$ cat src/rtl/thread_alloc_pkg.sv
`timescale 1ns/1ps
package thread_alloc_pkg;

  typedef enum logic [1:0] {
    MODE_DUAL  = 2'd0,
    MODE_SOLO0 = 2'd1,
    MODE_SOLO1 = 2'd2,
    MODE_NAP   = 2'd3
  } threadMode_e;

  // Strobes from the control unit to the capacity datapath
  typedef struct packed {
    logic [1:0] threadOn;   // thread t may allocate in this mode
    logic       splitCap;   // halve the per-thread limits
  } ctrlStrobe_t;

endpackage

$ cat src/rtl/thread_alloc_dp.sv
`timescale 1ns/1ps
module thread_alloc_dp
  import thread_alloc_pkg::*;
#(
  parameter int ROB_DEPTH = 32,
  parameter int RS_DEPTH  = 16
) (
  input  ctrlStrobe_t                       strobe,
  input  logic [1:0]                        qNotEmpty,
  input  logic [$clog2(ROB_DEPTH+1)-1:0]    robOcc0,
  input  logic [$clog2(ROB_DEPTH+1)-1:0]    robOcc1,
  input  logic [$clog2(RS_DEPTH+1)-1:0]     rsOcc0,
  input  logic [$clog2(RS_DEPTH+1)-1:0]     rsOcc1,
  output logic [1:0]                        elig,
  output logic [$clog2(ROB_DEPTH+1)-1:0]    robLimit,
  output logic [$clog2(RS_DEPTH+1)-1:0]     rsLimit
);
  localparam int ROB_W = $clog2(ROB_DEPTH+1);
  localparam int RS_W  = $clog2(RS_DEPTH+1);
  localparam int NUM_THREADS = 2;

  logic [ROB_W-1:0] robOccArr [NUM_THREADS];
  logic [RS_W-1:0]  rsOccArr  [NUM_THREADS];

  assign robOccArr[0] = robOcc0;
  assign robOccArr[1] = robOcc1;
  assign rsOccArr[0]  = rsOcc0;
  assign rsOccArr[1]  = rsOcc1;

  // Partitioned or recombined capacity
  always_comb begin
    robLimit = strobe.splitCap ? ROB_W'(ROB_DEPTH / 2) : ROB_W'(ROB_DEPTH);
    rsLimit  = strobe.splitCap ? RS_W'(RS_DEPTH / 2)   : RS_W'(RS_DEPTH);
  end

  // Per-thread eligibility
  for (genvar t = 0; t < NUM_THREADS; t++) begin : g_elig
    assign elig[t] = strobe.threadOn[t] & qNotEmpty[t]
                   & (robOccArr[t] < robLimit)
                   & (rsOccArr[t] < rsLimit);
  end

endmodule

$ cat src/rtl/thread_alloc_ctrl.sv
`timescale 1ns/1ps
module thread_alloc_ctrl
  import thread_alloc_pkg::*;
(
  input  logic        clk,
  input  logic        rst_n,
  input  logic [1:0]  halt,
  input  logic [1:0]  intr,
  input  logic [1:0]  elig,
  output logic [1:0]  grant,
  output threadMode_e mode,
  output ctrlStrobe_t strobe
);
  threadMode_e modeQ, modeD;
  logic        turnQ;

  // Mode machine
  always_comb begin
    modeD = modeQ;
    unique case (modeQ)
      MODE_DUAL: begin
        unique case (halt)
          2'b10:   modeD = MODE_SOLO0;
          2'b01:   modeD = MODE_SOLO1;
          2'b11:   modeD = MODE_NAP;
          default: modeD = MODE_DUAL;
        endcase
      end
      MODE_SOLO0: begin
        if (intr[1])      modeD = MODE_DUAL;
        else if (halt[0]) modeD = MODE_NAP;
      end
      MODE_SOLO1: begin
        if (intr[0])      modeD = MODE_DUAL;
        else if (halt[1]) modeD = MODE_NAP;
      end
      MODE_NAP: begin
        unique case (intr)
          2'b01:   modeD = MODE_SOLO0;
          2'b10:   modeD = MODE_SOLO1;
          2'b11:   modeD = MODE_DUAL;
          default: modeD = MODE_NAP;
        endcase
      end
      default: modeD = MODE_DUAL;
    endcase
  end

  // Turn-first grant with fallback to the other thread
  always_comb begin
    grant = 2'b00;
    if (elig[turnQ])       grant[turnQ]  = 1'b1;
    else if (elig[~turnQ]) grant[~turnQ] = 1'b1;
  end

  always_ff @(posedge clk) begin
    if (!rst_n) begin
      modeQ <= MODE_DUAL;
      turnQ <= 1'b0;
    end else begin
      modeQ <= modeD;
      if (|grant) turnQ <= grant[0];   // point at the thread not just served
    end
  end

  always_comb begin
    mode = modeQ;
    unique case (modeQ)
      MODE_DUAL:  strobe.threadOn = 2'b11;
      MODE_SOLO0: strobe.threadOn = 2'b01;
      MODE_SOLO1: strobe.threadOn = 2'b10;
      default:    strobe.threadOn = 2'b00;
    endcase
    strobe.splitCap = (modeQ == MODE_DUAL);
  end

  // Assertions
  a_r3_onehot: assert property (@(posedge clk) disable iff (!rst_n)
    $onehot0(grant));
  a_r3_grant_eligible: assert property (@(posedge clk) disable iff (!rst_n)
    (grant & ~elig) == 2'b00);
  a_r3_no_idle: assert property (@(posedge clk) disable iff (!rst_n)
    (|elig) |-> (|grant));
  a_r4_alternate_0to1: assert property (@(posedge clk) disable iff (!rst_n)
    ((&elig) && grant[0]) ##1 (&elig) |-> grant[1]);
  a_r4_alternate_1to0: assert property (@(posedge clk) disable iff (!rst_n)
    ((&elig) && grant[1]) ##1 (&elig) |-> grant[0]);
  a_r5_t1_halt: assert property (@(posedge clk) disable iff (!rst_n)
    (mode == MODE_DUAL && halt == 2'b10) |=> (mode == MODE_SOLO0));
  a_r6_solo_sleep: assert property (@(posedge clk) disable iff (!rst_n)
    (mode == MODE_SOLO0 && halt[0] && !intr[1]) |=> (mode == MODE_NAP));
  a_r6_solo_wake: assert property (@(posedge clk) disable iff (!rst_n)
    (mode == MODE_SOLO1 && intr[0]) |=> (mode == MODE_DUAL));
  a_r7_nap_quiet: assert property (@(posedge clk) disable iff (!rst_n)
    (mode == MODE_NAP) |-> (grant == 2'b00));
  a_r7_wake_t0: assert property (@(posedge clk) disable iff (!rst_n)
    (mode == MODE_NAP && intr == 2'b01) |=> (mode == MODE_SOLO0));

endmodule

$ cat src/rtl/thread_alloc_arbiter.sv
`timescale 1ns/1ps
module thread_alloc_arbiter
  import thread_alloc_pkg::*;
#(
  parameter int ROB_DEPTH = 32,
  parameter int RS_DEPTH  = 16
) (
  input  logic                              clk,
  input  logic                              rst_n,
  input  logic [1:0]                        qNotEmpty,
  input  logic [$clog2(ROB_DEPTH+1)-1:0]    robOcc0,
  input  logic [$clog2(ROB_DEPTH+1)-1:0]    robOcc1,
  input  logic [$clog2(RS_DEPTH+1)-1:0]     rsOcc0,
  input  logic [$clog2(RS_DEPTH+1)-1:0]     rsOcc1,
  input  logic [1:0]                        halt,
  input  logic [1:0]                        intr,
  output logic [1:0]                        grant,
  output logic [1:0]                        mode,
  output logic [$clog2(ROB_DEPTH+1)-1:0]    robLimit,
  output logic [$clog2(RS_DEPTH+1)-1:0]     rsLimit
);
  ctrlStrobe_t strobe;
  threadMode_e modeCur;
  logic [1:0]  elig;

  thread_alloc_ctrl u_ctrl (
    .clk    (clk),
    .rst_n  (rst_n),
    .halt   (halt),
    .intr   (intr),
    .elig   (elig),
    .grant  (grant),
    .mode   (modeCur),
    .strobe (strobe)
  );

  thread_alloc_dp #(
    .ROB_DEPTH (ROB_DEPTH),
    .RS_DEPTH  (RS_DEPTH)
  ) u_dp (
    .strobe    (strobe),
    .qNotEmpty (qNotEmpty),
    .robOcc0   (robOcc0),
    .robOcc1   (robOcc1),
    .rsOcc0    (rsOcc0),
    .rsOcc1    (rsOcc1),
    .elig      (elig),
    .robLimit  (robLimit),
    .rsLimit   (rsLimit)
  );

  assign mode = modeCur;

endmodule

$ cat config.mk
export PLATFORM = sky130hd
export DESIGN_NAME = thread_alloc_arbiter
export DESIGN_NICKNAME = d
export VERILOG_FILES = /design/src/rtl/thread_alloc_pkg.sv /design/src/rtl/thread_alloc_dp.sv /design/src/rtl/thread_alloc_ctrl.sv /design/src/rtl/thread_alloc_arbiter.sv
export SDC_FILE = /design/constraint.sdc
export NUM_CORES = 1
export LEC_CHECK = 0
export BUFFER_PORTS_ARGS = -buffer_cell sky130_fd_sc_hd__buf_2
export CORE_MARGIN = 5
export CORE_UTILIZATION = 28
export DETAILED_ROUTE_END_ITERATION = 10
export PLACE_DENSITY = 0.81
export SLEW_MARGIN = 20
export SYNTH_ARGS = -nofsm -noshare
export SYNTH_HDL_FRONTEND = slang
export SYNTH_HIERARCHICAL = 1
export SYNTH_SLANG_ARGS = --single-unit
$ cat constraint.sdc
create_clock -name clk -period 2.05 [get_ports clk]
set_clock_uncertainty 0.2 [all_clocks]
set_input_delay 0.3075 -clock clk [delete_from_list [all_inputs] [get_ports clk]]
set_output_delay 0.3075 -clock clk [all_outputs]
set_load 0.05 [all_outputs]
# Word level (Yosys, flattened, before mapping)

Index checks and enable logic that the tools add are counted.

Flip-flop bits (word level): 3
Bits of input ports: 30
Output and inout bits: 15
Word-level logic and storage cells: 53

$lt $le $gt $ge: 8
Equality and inequality tests: 11
Multiplexer cells: 20
Bitwise gates (word level): 7
Reductions and logical operators: 5

Operators with widths:

| operator                                             | count |
|---|---|
| one-hot mux 2 bit (3 select lines)                   | 3 |
| equality test 2 bit (second input constant)          | 6 |
| < comparator 6 bit                                   | 2 |
| two-way mux 2 bit                                    | 6 |
| < comparator 5 bit                                   | 2 |
| one-hot mux 2 bit (4 select lines)                   | 1 |
| AND 1 bit                                            | 6 |
| equality test 2 x 1 -> 1 bit (second input constant) | 3 |
| two-way mux 1 bit                                    | 6 |
| two-way mux 6 bit                                    | 1 |
| != test 3 bit (second input constant)                | 2 |
| two-way mux 5 bit                                    | 1 |
| < comparator 1 x 2 -> 1 bit (second input constant)  | 2 |
| demux 1 bit (select 1 bit)                           | 2 |
| >= comparator 1 bit (second input constant)          | 2 |
| logical AND 1 bit                                    | 2 |
| zero test 2 bit                                      | 1 |
| AND reduction 2 bit                                  | 1 |
| OR reduction 2 bit                                   | 1 |
| NOT 1 bit                                            | 1 |

# Depth between registers and ports, before layout

Gate-level depths: netlist of run 1.

Depth after elaboration: 10
Mapped depth: 6
Depth with buffers taken out: 6

# Hierarchy

Netlist of run 1, hierarchy kept.

Modules (own cells, without submodules):

| module            | times used | cells each | area an instance (um^2) | seq. area each (um^2) |
|---|---|---|---|---|
| thread_alloc_dp   | 1          | 24         | 205.2                   | 0.0 |
| thread_alloc_ctrl | 1          | 19         | 162.7                   | 60.1 |

# Worst setup path after synthesis of run 1

OpenSTA, ideal clock, no wires.

Path kind: reg2out
Start: register u_ctrl.modeQ[1] (netlist: u_ctrl/mode[1])
End: output port grant[0]
Arrival time: 2,798 ps
Data required time: 1,542 ps
Path slack: -1,256 ps
Stages on the path, launching flop included: 6
Path through: dfxtp_1 > nor2_1 > ha_1 > a22oi_1 > o211a_1 > a21boi_0

RTL lines:

| element                | line                       | source |
|---|---|---|
| from (decl)            | thread_alloc_ctrl.sv:14    | `threadMode_e modeQ, modeD;` |
| from (signal assigned) | thread_alloc_ctrl.sv:61    | `modeQ <= modeD;` |
| to (decl)              | thread_alloc_arbiter.sv:17 | `output logic [1:0] grant,` |

# Final worst setup path of run 1

Start: register u_ctrl.modeQ[1] (netlist: u_ctrl/mode[1])
End: output port grant[1]

Word-level cells in the longest chain between the ends: 9
Elaborated cells on any way between the ends: 22

RTL lines:

| element                                                                        | line                                             | source |
|---|---|---|
| zero test 2 bit (tied with other cells)                                        | thread_alloc_ctrl.sv:68, thread_alloc_ctrl.sv:74 |  |
| two-way mux 6 bit / one-hot mux 2 bit (3 select lines) (equally long branches) | thread_alloc_dp.sv:32, thread_alloc_ctrl.sv:68   |  |
| < comparator 6 bit / AND 1 bit (equally long branches)                         | thread_alloc_dp.sv:39, thread_alloc_dp.sv:38     |  |
| AND 1 bit                                                                      | thread_alloc_dp.sv:39                            | `& (robOccArr[t] < robLimit)` |
| AND 1 bit (*)                                                                  | thread_alloc_dp.sv:40                            | `& (rsOccArr[t] < rsLimit);` |
| via elig[1]                                                                    | thread_alloc_arbiter.sv:24                       | `logic [1:0] elig;` |
| two-way mux 1 bit (not written as such) (2 in a row)                           | thread_alloc_ctrl.sv:53                          | `else if (elig[~turnQ]) grant[~turnQ] = 1'b1;` |
| two-way mux 2 bit                                                              | thread_alloc_ctrl.sv:53                          |  |
| two-way mux 2 bit (*)                                                          | thread_alloc_ctrl.sv:52                          | `if (elig[turnQ]) grant[turnQ] = 1'b1;` |

Mark *: on every way through the listed nets, which the timed path passes. The rest lies on a longest branch. The select of a mux whose other input is x is not followed.

==> results of run 1 <==
==> flip-flops by register name, indices dropped and copies added (netlist names) <==
register / count
u_ctrl/turnQ: 1
u_ctrl/mode: 2
==> power breakdown <==
part | switching [mW] | internal, mW | leakage (nW)
combinational | 0.155 | 0.106 | 0.289
sequential | 0.00565 | 0.0633 | 0.0260
clock | 0.0284 | 0.0728 | 0.0150
total | 0.189 | 0.242 | 0.330
==> what timing repair did <==
item,CTS,global route
buffers inserted,4,0
pin swaps,6,1
endpoints found under the setup margin,2,2
gates resized for setup,12,0
==> worst max-delay path: stages (launching register included) <==
cell,delay [ns]
dfxtp_4,0.34
nor2_4,0.14
buf_6,0.14
ha_4,0.20
a221oi_4,0.29
a21boi_4,0.21
buf_6,0.17
==> synthesized netlist by cell type (all sizes together) <==
| cell type | instances | area (um2) |
|---|---|---|
| a221oi | 1 | 15.0 |
| nand3 | 2 | 20.0 |
| nand2 | 2 | 7.51 |
| a22oi | 1 | 7.51 |
| dfxtp | 3 | 60.1 |
| conb | 1 | 3.75 |
| a21boi | 4 | 37.5 |
| and4bb | 1 | 12.5 |
| buf | 10 | 75.1 |
| o21ai | 1 | 5.00 |
| ha | 4 | 50.1 |
| nand4bb | 1 | 11.3 |
| nor2 | 2 | 7.51 |
| inv | 4 | 15.0 |
| a21oi | 1 | 5.00 |
| o211a | 1 | 10.0 |
| nand2b | 4 | 25.0 |
==> per-stage QoR <==
step / power, mW / TNS, ns / hold slack (ns)
2_1_floorplan: 0.242 / -0.245 / 0.240
3_3_place_gp: 0.270 / -0.158 / 0.286
3_5_place_dp: 0.276 / -0.166 / 0.353
4_1_cts: 0.437 / -0.377 / 0.130
5_1_grt: 0.458 / -0.509 / 0.130
6_report: 0.431 / -0.354 / 0.135
==> metal layers <==
layer  global-route usage, %  vias to the layer above  wire, um
met1                    10.1                      161       372
met2                    18.7                       19       553
met5                       0                        -         0
li1                        -                      195         -
met3                    1.95                        2        89
met4                    10.2                        0        14
==> logic make-up (layout without fill, tap and decap cells) <==
| group | Yosys count | count (layout) | share of synthesized area (%) |
|---|---|---|---|
| AO/OA/AOI/OAI | 9 | 9 | 21.8 |
| adder cells (fa/ha/maj) | 4 | 4 | 13.6 |
| buffers and inverters | 14 | 40 | 24.5 |
| flip-flops | 3 | 3 | 16.3 |
| other | 1 | 7 | 1.02 |
| AND/OR/NAND/NOR | 12 | 12 | 22.8 |
==> worst min path at each step <==
stage / start / end / slack [ns] / depth (start not counted)
floorplan: halt[0] / u_ctrl/mode[1] / 0.24 / 2
global placement: u_ctrl/turnQ / u_ctrl/turnQ / 0.29 / 1
detailed placement: u_ctrl/turnQ / u_ctrl/turnQ / 0.35 / 1
CTS: halt[0] / u_ctrl/mode[1] / 0.13 / 3
global route: halt[0] / u_ctrl/mode[1] / 0.13 / 3
finish: halt[0] / u_ctrl/mode[1] / 0.14 / 3
==> area by class of cell <==
| cell class | instances | area share, % |
|---|---|---|
| clock buffer | 4 | 3.78 |
| inverter | 4 | 2.16 |
| multi-input combinational | 32 | 50.7 |
| tap | 15 | 2.70 |
| timing repair buffer | 32 | 30.9 |
| sequential | 3 | 9.71 |
==> reports/metrics.csv, run 1 <==
stage;metric;value;unit
final_layout;final_cell_mix;buf_2, conb_1, buf_4;
grt;grt_overflow;0;
timing;rsz0062_at_grt;true;
worst_setup_path;critPathMaxFanout;3;
floorplanning;die_h;46.2;um
power_and_ir_drop;p_leak;0.330;nW
drt;avgRoutedWirePerCell;11.4;um
grt;antenna_found_initial;0;
worst_setup_path;criticalPathCategory;reg -> out;
power_and_ir_drop;ir_drop;310;uV
drt;drt_iter0_markers;8;
worst_setup_path;rr_worst_depth;8;
final_layout;diodes;0;
cts;clock_sinks;3;
place;dp_slack;-0.117;ns
synthesis;syn_area_per_cell;8.55;um2
synthesis;syn_area;368;um2
place;gp_congestion;0.726;
synthesis;yosys_warnings;6;
cts;cts_buffers;3;
final_layout;layout-drive-gt1-share;72.0;%
timing;setup_viol;2;
drt;drt_wl_total;1.03;mm
outcome;violations;setup timing;
synthesis;ys_ff_latch;3;
place;port_buffers;23;
cts;cts_tree;built;
worst_setup_path;start_kind;register;
floorplanning;die_w;46.2;um
drt;antenna_left;0;
cts;insertion_delay;0.23;ns
floorplanning;io_pins;45;
timing;post-route-period-util;109;%
cts;holdBufCountCts;0;
floorplanning;initial_utilization;29.0;%
grt;grt_pass1_wl;1.53;mm
synthesis;synth.distinct_cells;20;
drt;drc;0;
final_layout;fin_util;54.8;%
cts;clk_pin_slew_worst_paths;0.03;ns
timing;setup_slack;-0.181;ns
timing;min_period;2.23;ns
worst_setup_path;cp.required;1.54;ns
grt;grt_start_max_net_pins;5;
timing;max_freq;0.448;GHz
worst_setup_path;setup.worst_path.end;grant[1];
worst_hold_path;hold_class;in -> reg;
final_layout;design_area;696;um2
synthesis;ys_seq_area_share;16.3;%
synthesis;syn_inst;43;
grt;track_usage;10.7;%
drt;via_per_inst;4.19;
cts;htree_levels;1;
outcome;status;complete, but fails checks;
place;dpl-instance-area;536;um2
final_layout;fill_cells;113;
timing;slew_violations;0;
floorplanning;core_area;1270;um2
run;drv_cap;0;
final_layout;fin_cells;90;
floorplanning;dieArea;2140;um2
drt;vias;377;
worst_setup_path;worstSetupEndpointType;primary output;
cts;root_buffer;clkbuf_4;
final_layout;final_common_cell;buf_2;
worst_setup_path;ff2ff_setup_slack;0.29;ns
drt;dr.pass1.iters;3;
worst_setup_path;reg2reg_to;u_ctrl/turnQ;
final_layout;ff_latch_area;67.6;um2
worst_setup_path;arrival;1.72;ns
floorplanning;num_rows;13;
grt;grt_pass1_vias;401;
place;dp.cells;82;
final_layout;layout.nets;110;
worst_setup_path;crit_start;u_ctrl/mode[1];
power_and_ir_drop;power_density;619;nW/um2
final_layout;area_delta_synth_final;89.1;%
final_layout;multiInputGateArea;353;um2
worst_setup_path;r2r-start;u_ctrl/mode[1];
timing;finalHoldViolCount;0;
cts;clockBufferDepth;2;
place;dpl.hpwl;834;um
(Power assumes the default switching activity.)
==> inputs of run 2 (changes only) <==
--- a/config.mk
+++ b/config.mk
@@ -10,6 +10,7 @@
 export CORE_UTILIZATION = 28
 export DETAILED_ROUTE_END_ITERATION = 10
 export PLACE_DENSITY = 0.81
+export RECOVER_POWER = 100
 export SLEW_MARGIN = 20
 export SYNTH_ARGS = -nofsm -noshare
 export SYNTH_HDL_FRONTEND = slang
==> reports/metrics.csv, run 2 (same netlist as run 1, synthesis figures left out) <==
stage;metric;value;unit;change
cts;root_buffer;clkbuf_4;;
drt;dr.pass1.iters;3;;unchanged
power_and_ir_drop;ir_drop;309;uV;-0.31%
place;dp.cells;82;;unchanged
grt;grt_start_max_net_pins;5;;unchanged
grt;grt_pass1_vias;401;;unchanged
grt;grt_overflow;0;;unchanged
final_layout;layout.nets;110;;unchanged
outcome;status;complete, but fails checks;;
cts;htree_levels;1;;unchanged
floorplanning;initial_utilization;29.0;%;unchanged
final_layout;final_common_cell;buf_2;;
drt;via_per_inst;4.18;;-0.27%
place;port_buffers;23;;unchanged
outcome;violations;setup timing;;
timing;finalHoldViolCount;0;;unchanged
worst_setup_path;ff2ff_setup_slack;0.29;ns;about the same
grt;grt_pass1_wl;1.53;mm;unchanged
drt;antenna_left;0;;unchanged
final_layout;final_cell_mix;buf_2, conb_1, buf_4;;
drt;vias;376;;-0.27%
final_layout;area_delta_synth_final;86.4;%;
timing;slew_headroom;60.6;%;
timing;rsz0062_at_grt;true;;
floorplanning;die_w;46.2;um;unchanged
drt;avgRoutedWirePerCell;11.5;um;+0.58%
grt;antenna_found_initial;0;;unchanged
floorplanning;dieArea;2140;um2;unchanged
place;dpl.hpwl;834;um;unchanged
worst_hold_path;hold_depth;2;;-1
final_layout;diodes;0;;unchanged
cts;cts_tree;built;;
timing;setup_viol;2;;unchanged
worst_setup_path;worstSetupEndpointType;primary output;;
worst_setup_path;arrival;1.72;ns;about the same
worst_hold_path;hold_class;in -> reg;;
timing;post-route-period-util;109;%;about the same
worst_setup_path;cp.required;1.54;ns;about the same
final_layout;layout-drive-gt1-share;66.7;%;-5.3 points
drt;drc;0;;unchanged
grt;track_usage;10.7;%;unchanged
timing;slew_violations;0;;unchanged
drt;drt_wl_total;1.04;mm;+0.58%
floorplanning;num_rows;13;;unchanged
power_and_ir_drop;fin_total_pwr;0.427;mW;-0.73%
worst_setup_path;start_kind;register;;
final_layout;largest_register_ffs;2;;unchanged
run;drv_cap;0;;unchanged
worst_setup_path;critPathMaxFanout;3;;unchanged
floorplanning;die_h;46.2;um;unchanged
worst_setup_path;rr_worst_depth;8;;unchanged
floorplanning;core_area;1270;um2;unchanged
worst_setup_path;reg2reg_to;u_ctrl/turnQ;;
final_layout;fin_util;54.0;%;-0.79 points
final_layout;design_area;686;um2;-1.4%
drt;drt_iter0_markers;8;;unchanged
cts;cts_buffers;3;;unchanged
cts;clk_pin_slew_worst_paths;0.03;ns;about the same
cts;insertion_delay;0.23;ns;about the same
timing;min_period;2.23;ns;-0.000253 ns
timing;setup_slack;-0.181;ns;+0.000253 ns
power_and_ir_drop;p_leak;0.321;nW;-2.5%
worst_hold_path;worstHoldStart;rst_n;;
worst_hold_path;min_to;u_ctrl/mode[0];;
power_and_ir_drop;power_density;623;nW/um2;+0.72%
place;gp_congestion;0.726;;unchanged
timing;max_freq;0.448;GHz;about the same
floorplanning;io_pins;45;;unchanged
place;dpl-instance-area;536;um2;unchanged
cts;clockBufferDepth;2;;unchanged
final_layout;fin_cells;90;;unchanged
place;dp_slack;-0.117;ns;unchanged
worst_setup_path;r2r-start;u_ctrl/mode[1];;
cts;clock_sinks;3;;unchanged
worst_setup_path;criticalPathCategory;reg -> out;;
timing;worst_slew_pin_slew;0.594;ns;
[run 2: cell count changes in the layout (fill, tap and decap cells not counted), sizes merged]
cell,delta
buf,-6
clkbuf,+6
[run 2: power by group]
| group | internal [mW] | switching, mW |
|---|---|---|
| registers | 0.0633 | 0.00566 |
| clock network | 0.0728 | 0.0284 |
| logic | 0.103 | 0.154 |
[run 2: final cells by class]
class / count / area [um2]
tap: 15 / 18.8
fill: 118 / 583
clock buffer: 4 / 26.3
inverter: 4 / 15.0
sequential: 3 / 67.6
multi-input combinational: 32 / 345
timing repair buffer: 32 / 213
[run 2: per-layer routing]
layer | routed length, um | GRT usage [%] | vias to the layer above | part of all wire [%]
li1 | - | - | 194 | -
met1 | 379 | 10.1 | 161 | 37
met2 | 551 | 18.7 | 19 | 53
met3 | 90 | 1.95 | 2 | 8.7
met4 | 14 | 10.2 | 0 | 1.4
met5 | 0 | 0 | - | 0
[run 2: how the worst max path moves through the flow]
stage	end	depth (start not counted)	slack, ns	startpoint
floorplan	grant[0]	5	-0.13	u_ctrl/mode[0]
global placement	grant[1]	5	-0.12	u_ctrl/mode[0]
detailed placement	grant[1]	5	-0.12	u_ctrl/mode[0]
CTS	grant[0]	7	-0.19	u_ctrl/mode[1]
global route	grant[0]	7	-0.25	u_ctrl/mode[1]
finish	grant[1]	6	-0.18	u_ctrl/mode[1]
[run 2: stage by stage]
stage | setup TNS (ns) | hold slack, ns
floorplan | -0.245 | 0.240
global placement | -0.158 | 0.286
finish | -0.354 | 0.158
detailed placement | -0.166 | 0.353
CTS | -0.377 | 0.130
global route | -0.509 | 0.162
[run 2: worst max-delay path, stage by stage (launching register included)]
cell	delay, ns
dfxtp_4	0.34
nor2_4	0.14
buf_6	0.14
ha_4	0.20
a221oi_4	0.29
a21boi_4	0.21
buf_6	0.17
[run 2: repair_timing]
action	in CTS	in global routing
gates resized for setup	12	0
setup endpoints to repair	2	2
setup buffers	4	0
pin swaps	6	1
hold buffers	0	0
==> inputs of run 3 (changes only) <==
--- a/config.mk
+++ b/config.mk
@@ -5,11 +5,11 @@
 export SDC_FILE = /design/constraint.sdc
 export NUM_CORES = 1
 export LEC_CHECK = 0
-export BUFFER_PORTS_ARGS = -buffer_cell sky130_fd_sc_hd__buf_2
-export CORE_MARGIN = 5
-export CORE_UTILIZATION = 28
+export CORE_AREA = 5 5 42 44
 export DETAILED_ROUTE_END_ITERATION = 10
-export PLACE_DENSITY = 0.81
+export DIE_AREA = 0 0 47 49
+export DONT_BUFFER_PORTS = 1
+export PLACE_DENSITY = 0.49
 export RECOVER_POWER = 100
 export SLEW_MARGIN = 20
 export SYNTH_ARGS = -nofsm -noshare
==> reports/metrics.csv, run 3 (same netlist as run 1, synthesis figures left out) <==
stage;metric;value;unit;change
outcome;status;complete, but fails checks;;
outcome;violations;setup timing;;
final_layout;fin_cells;72;;-20%
grt;grt_start_max_net_pins;5;;unchanged
final_layout;layout.nets;91;;-17%
cts;clk_pin_slew_worst_paths;0.04;ns;about the same
power_and_ir_drop;fin_total_pwr;0.422;mW;-1.3%
cts;clockBufferDepth;2;;unchanged
place;dp.cells;64;;-22%
drt;avgRoutedWirePerCell;13.6;um;+18%
worst_setup_path;slowest_delay;0.34;ns;about the same
power_and_ir_drop;ir_drop;211;uV;-32%
worst_setup_path;arrival;1.76;ns;+0.04 ns
drt;vias;324;;-14%
worst_setup_path;worstSetupEndpointType;primary output;;
floorplanning;io_pins;45;;unchanged
timing;setup_slack;-0.220;ns;-0.0391 ns
final_layout;diodes;0;;unchanged
floorplanning;initial_utilization;26.3;%;-2.7 points
final_layout;area_delta_synth_final;70.4;%;
run;drv_cap;0;;unchanged
worst_setup_path;path_cells;nor2_4, buf_12, ha_4, and4bb_2, o211a_1, buf_4, a21boi_4, buf_12;;
drt;antenna_left;0;;unchanged
final_layout;layout-drive-gt1-share;60.7;%;-6.0 points
worst_hold_path;hold_depth;2;;unchanged
timing;min_period;2.27;ns;+0.0391 ns
final_layout;fill_cells;136;;+15%
place;port_buffers;0;;-100%
cts;insertion_delay;0.23;ns;about the same
final_layout;final_cell_mix;buf_4, conb_1, nand2b_1, ha_4;;
worst_setup_path;criticalPathCategory;reg -> out;;
worst_setup_path;crit_path_frequent_cell;buf_12;;
power_and_ir_drop;power_density;673;nW/um2;+7.9%
drt;dr.pass1.iters;2;;-1
timing;finalHoldViolCount;0;;unchanged
worst_setup_path;critPathMaxFanout;4;;+1
place;dpl.hpwl;690;um;-17%
timing;max_freq;0.441;GHz;-1.7%
floorplanning;die_h;49;um;+6.0%
cts;clock_sinks;3;;unchanged
grt;grt_overflow;0;;unchanged
floorplanning;die_w;47;um;+1.6%
drt;drt_wl_total;976;um;-5.8%
grt;antenna_found_initial;0;;unchanged
worst_setup_path;start_kind;register;;
drt;drc;0;;unchanged
floorplanning;dieArea;2300;um2;+7.7%
floorplanning;num_rows;14;;+1
timing;post-route-period-util;111;%;+1.9 points
worst_setup_path;rr_worst_depth;8;;unchanged
cts;htree_levels;1;;unchanged
timing;slew_violations;0;;unchanged
grt;track_usage;9.57;%;-1.1 points
worst_setup_path;cp_slowest_cell;dfxtp_4;;
place;gp_congestion;0.669;;-8.0%
power_and_ir_drop;p_leak;0.259;nW;-19%
drt;drt_iter0_markers;3;;-5
worst_setup_path;cp.required;1.54;ns;about the same
timing;rsz0062_at_grt;true;;
timing;setup_viol;2;;unchanged
cts;cts_buffers;3;;unchanged
final_layout;largest_register_ffs;2;;unchanged
cts;root_buffer;clkbuf_4;;
grt;grt_pass1_wl;1.51;mm;-1.3%
cts;cts_tree;built;;
worst_hold_path;hold_class;in -> reg;;
floorplanning;core_area;1400;um2;+10%
grt;grt_pass1_vias;353;;-12%
drt;via_per_inst;4.50;;+7.7%
## run 3: report_power, final
part           leakage [nW]  total (mW)  internal (mW)  switching [mW]
Clock                0.0150       0.106         0.0731          0.0325
Sequential           0.0260      0.0682         0.0633         0.00496
Combinational         0.218       0.248          0.101           0.147
## run 3: worst paths after layout
| path | start | to | slack (ns) |
|---|---|---|---|
| setup / recovery | u_ctrl/mode[0] | grant[1] | -0.22 |
| hold / removal | halt[0] | u_ctrl/mode[1] | 0.007 |
| setup reg to reg | u_ctrl/mode[0] | u_ctrl/turnQ | 0.31 |
| hold reg to reg | u_ctrl/turnQ | u_ctrl/turnQ | 0.32 |
## run 3: stage by stage
stage	hold slack [ns]	cell area (um2)	TNS (ns)	setup WS (ns)	utilization [%]
3_5_place_dp	0.252	477	0	0.0145	34.0
4_1_cts	0.000147	617	-0.422	-0.215	44.0
6_report	0.00704	627	-0.417	-0.220	44.7
2_1_floorplan	0.240	439	-0.245	-0.126	-
5_1_grt	0.00469	627	-0.582	-0.293	44.7
3_3_place_gp	0.250	477	0	0.0456	34.0
## run 3: layout make-up
cell class / instances / area (um2) / area share (%)
Inverter: 4 / 15.0 / 2.40
Multi-Input combinational cell: 32 / 353 / 56.3
Clock buffer: 4 / 26.3 / 4.19
Timing Repair Buffer: 13 / 145 / 23.2
Sequential cell: 3 / 67.6 / 10.8
Tap cell: 16 / 20.0 / 3.19
## run 3: per-layer routing
layer	global-route usage, %	vias up	wire length (um)
met5	0	-	0
met4	4.15	0	13
met3	5.90	2	96
met2	15.8	17	546
met1	8.99	148	319
li1	-	157	-
## run 3: repair_timing
action	4_1_cts	5_1_grt
endpoints found under the setup margin	2	2
buffers inserted	3	0
pin swaps	6	2
resized for setup	8	0
hold buffers	0	1
endpoints found under the hold margin	0	1
## run 3: critical path: cells and delay by family, from the launching register on
family / cells / cell delay, ns
buffers and inverters: 3 / 0.43
flip-flops: 1 / 0.34
AND/OR/NAND/NOR: 2 / 0.37
AO/OA/AOI/OAI: 2 / 0.28
adder cells (fa/ha/maj): 1 / 0.11
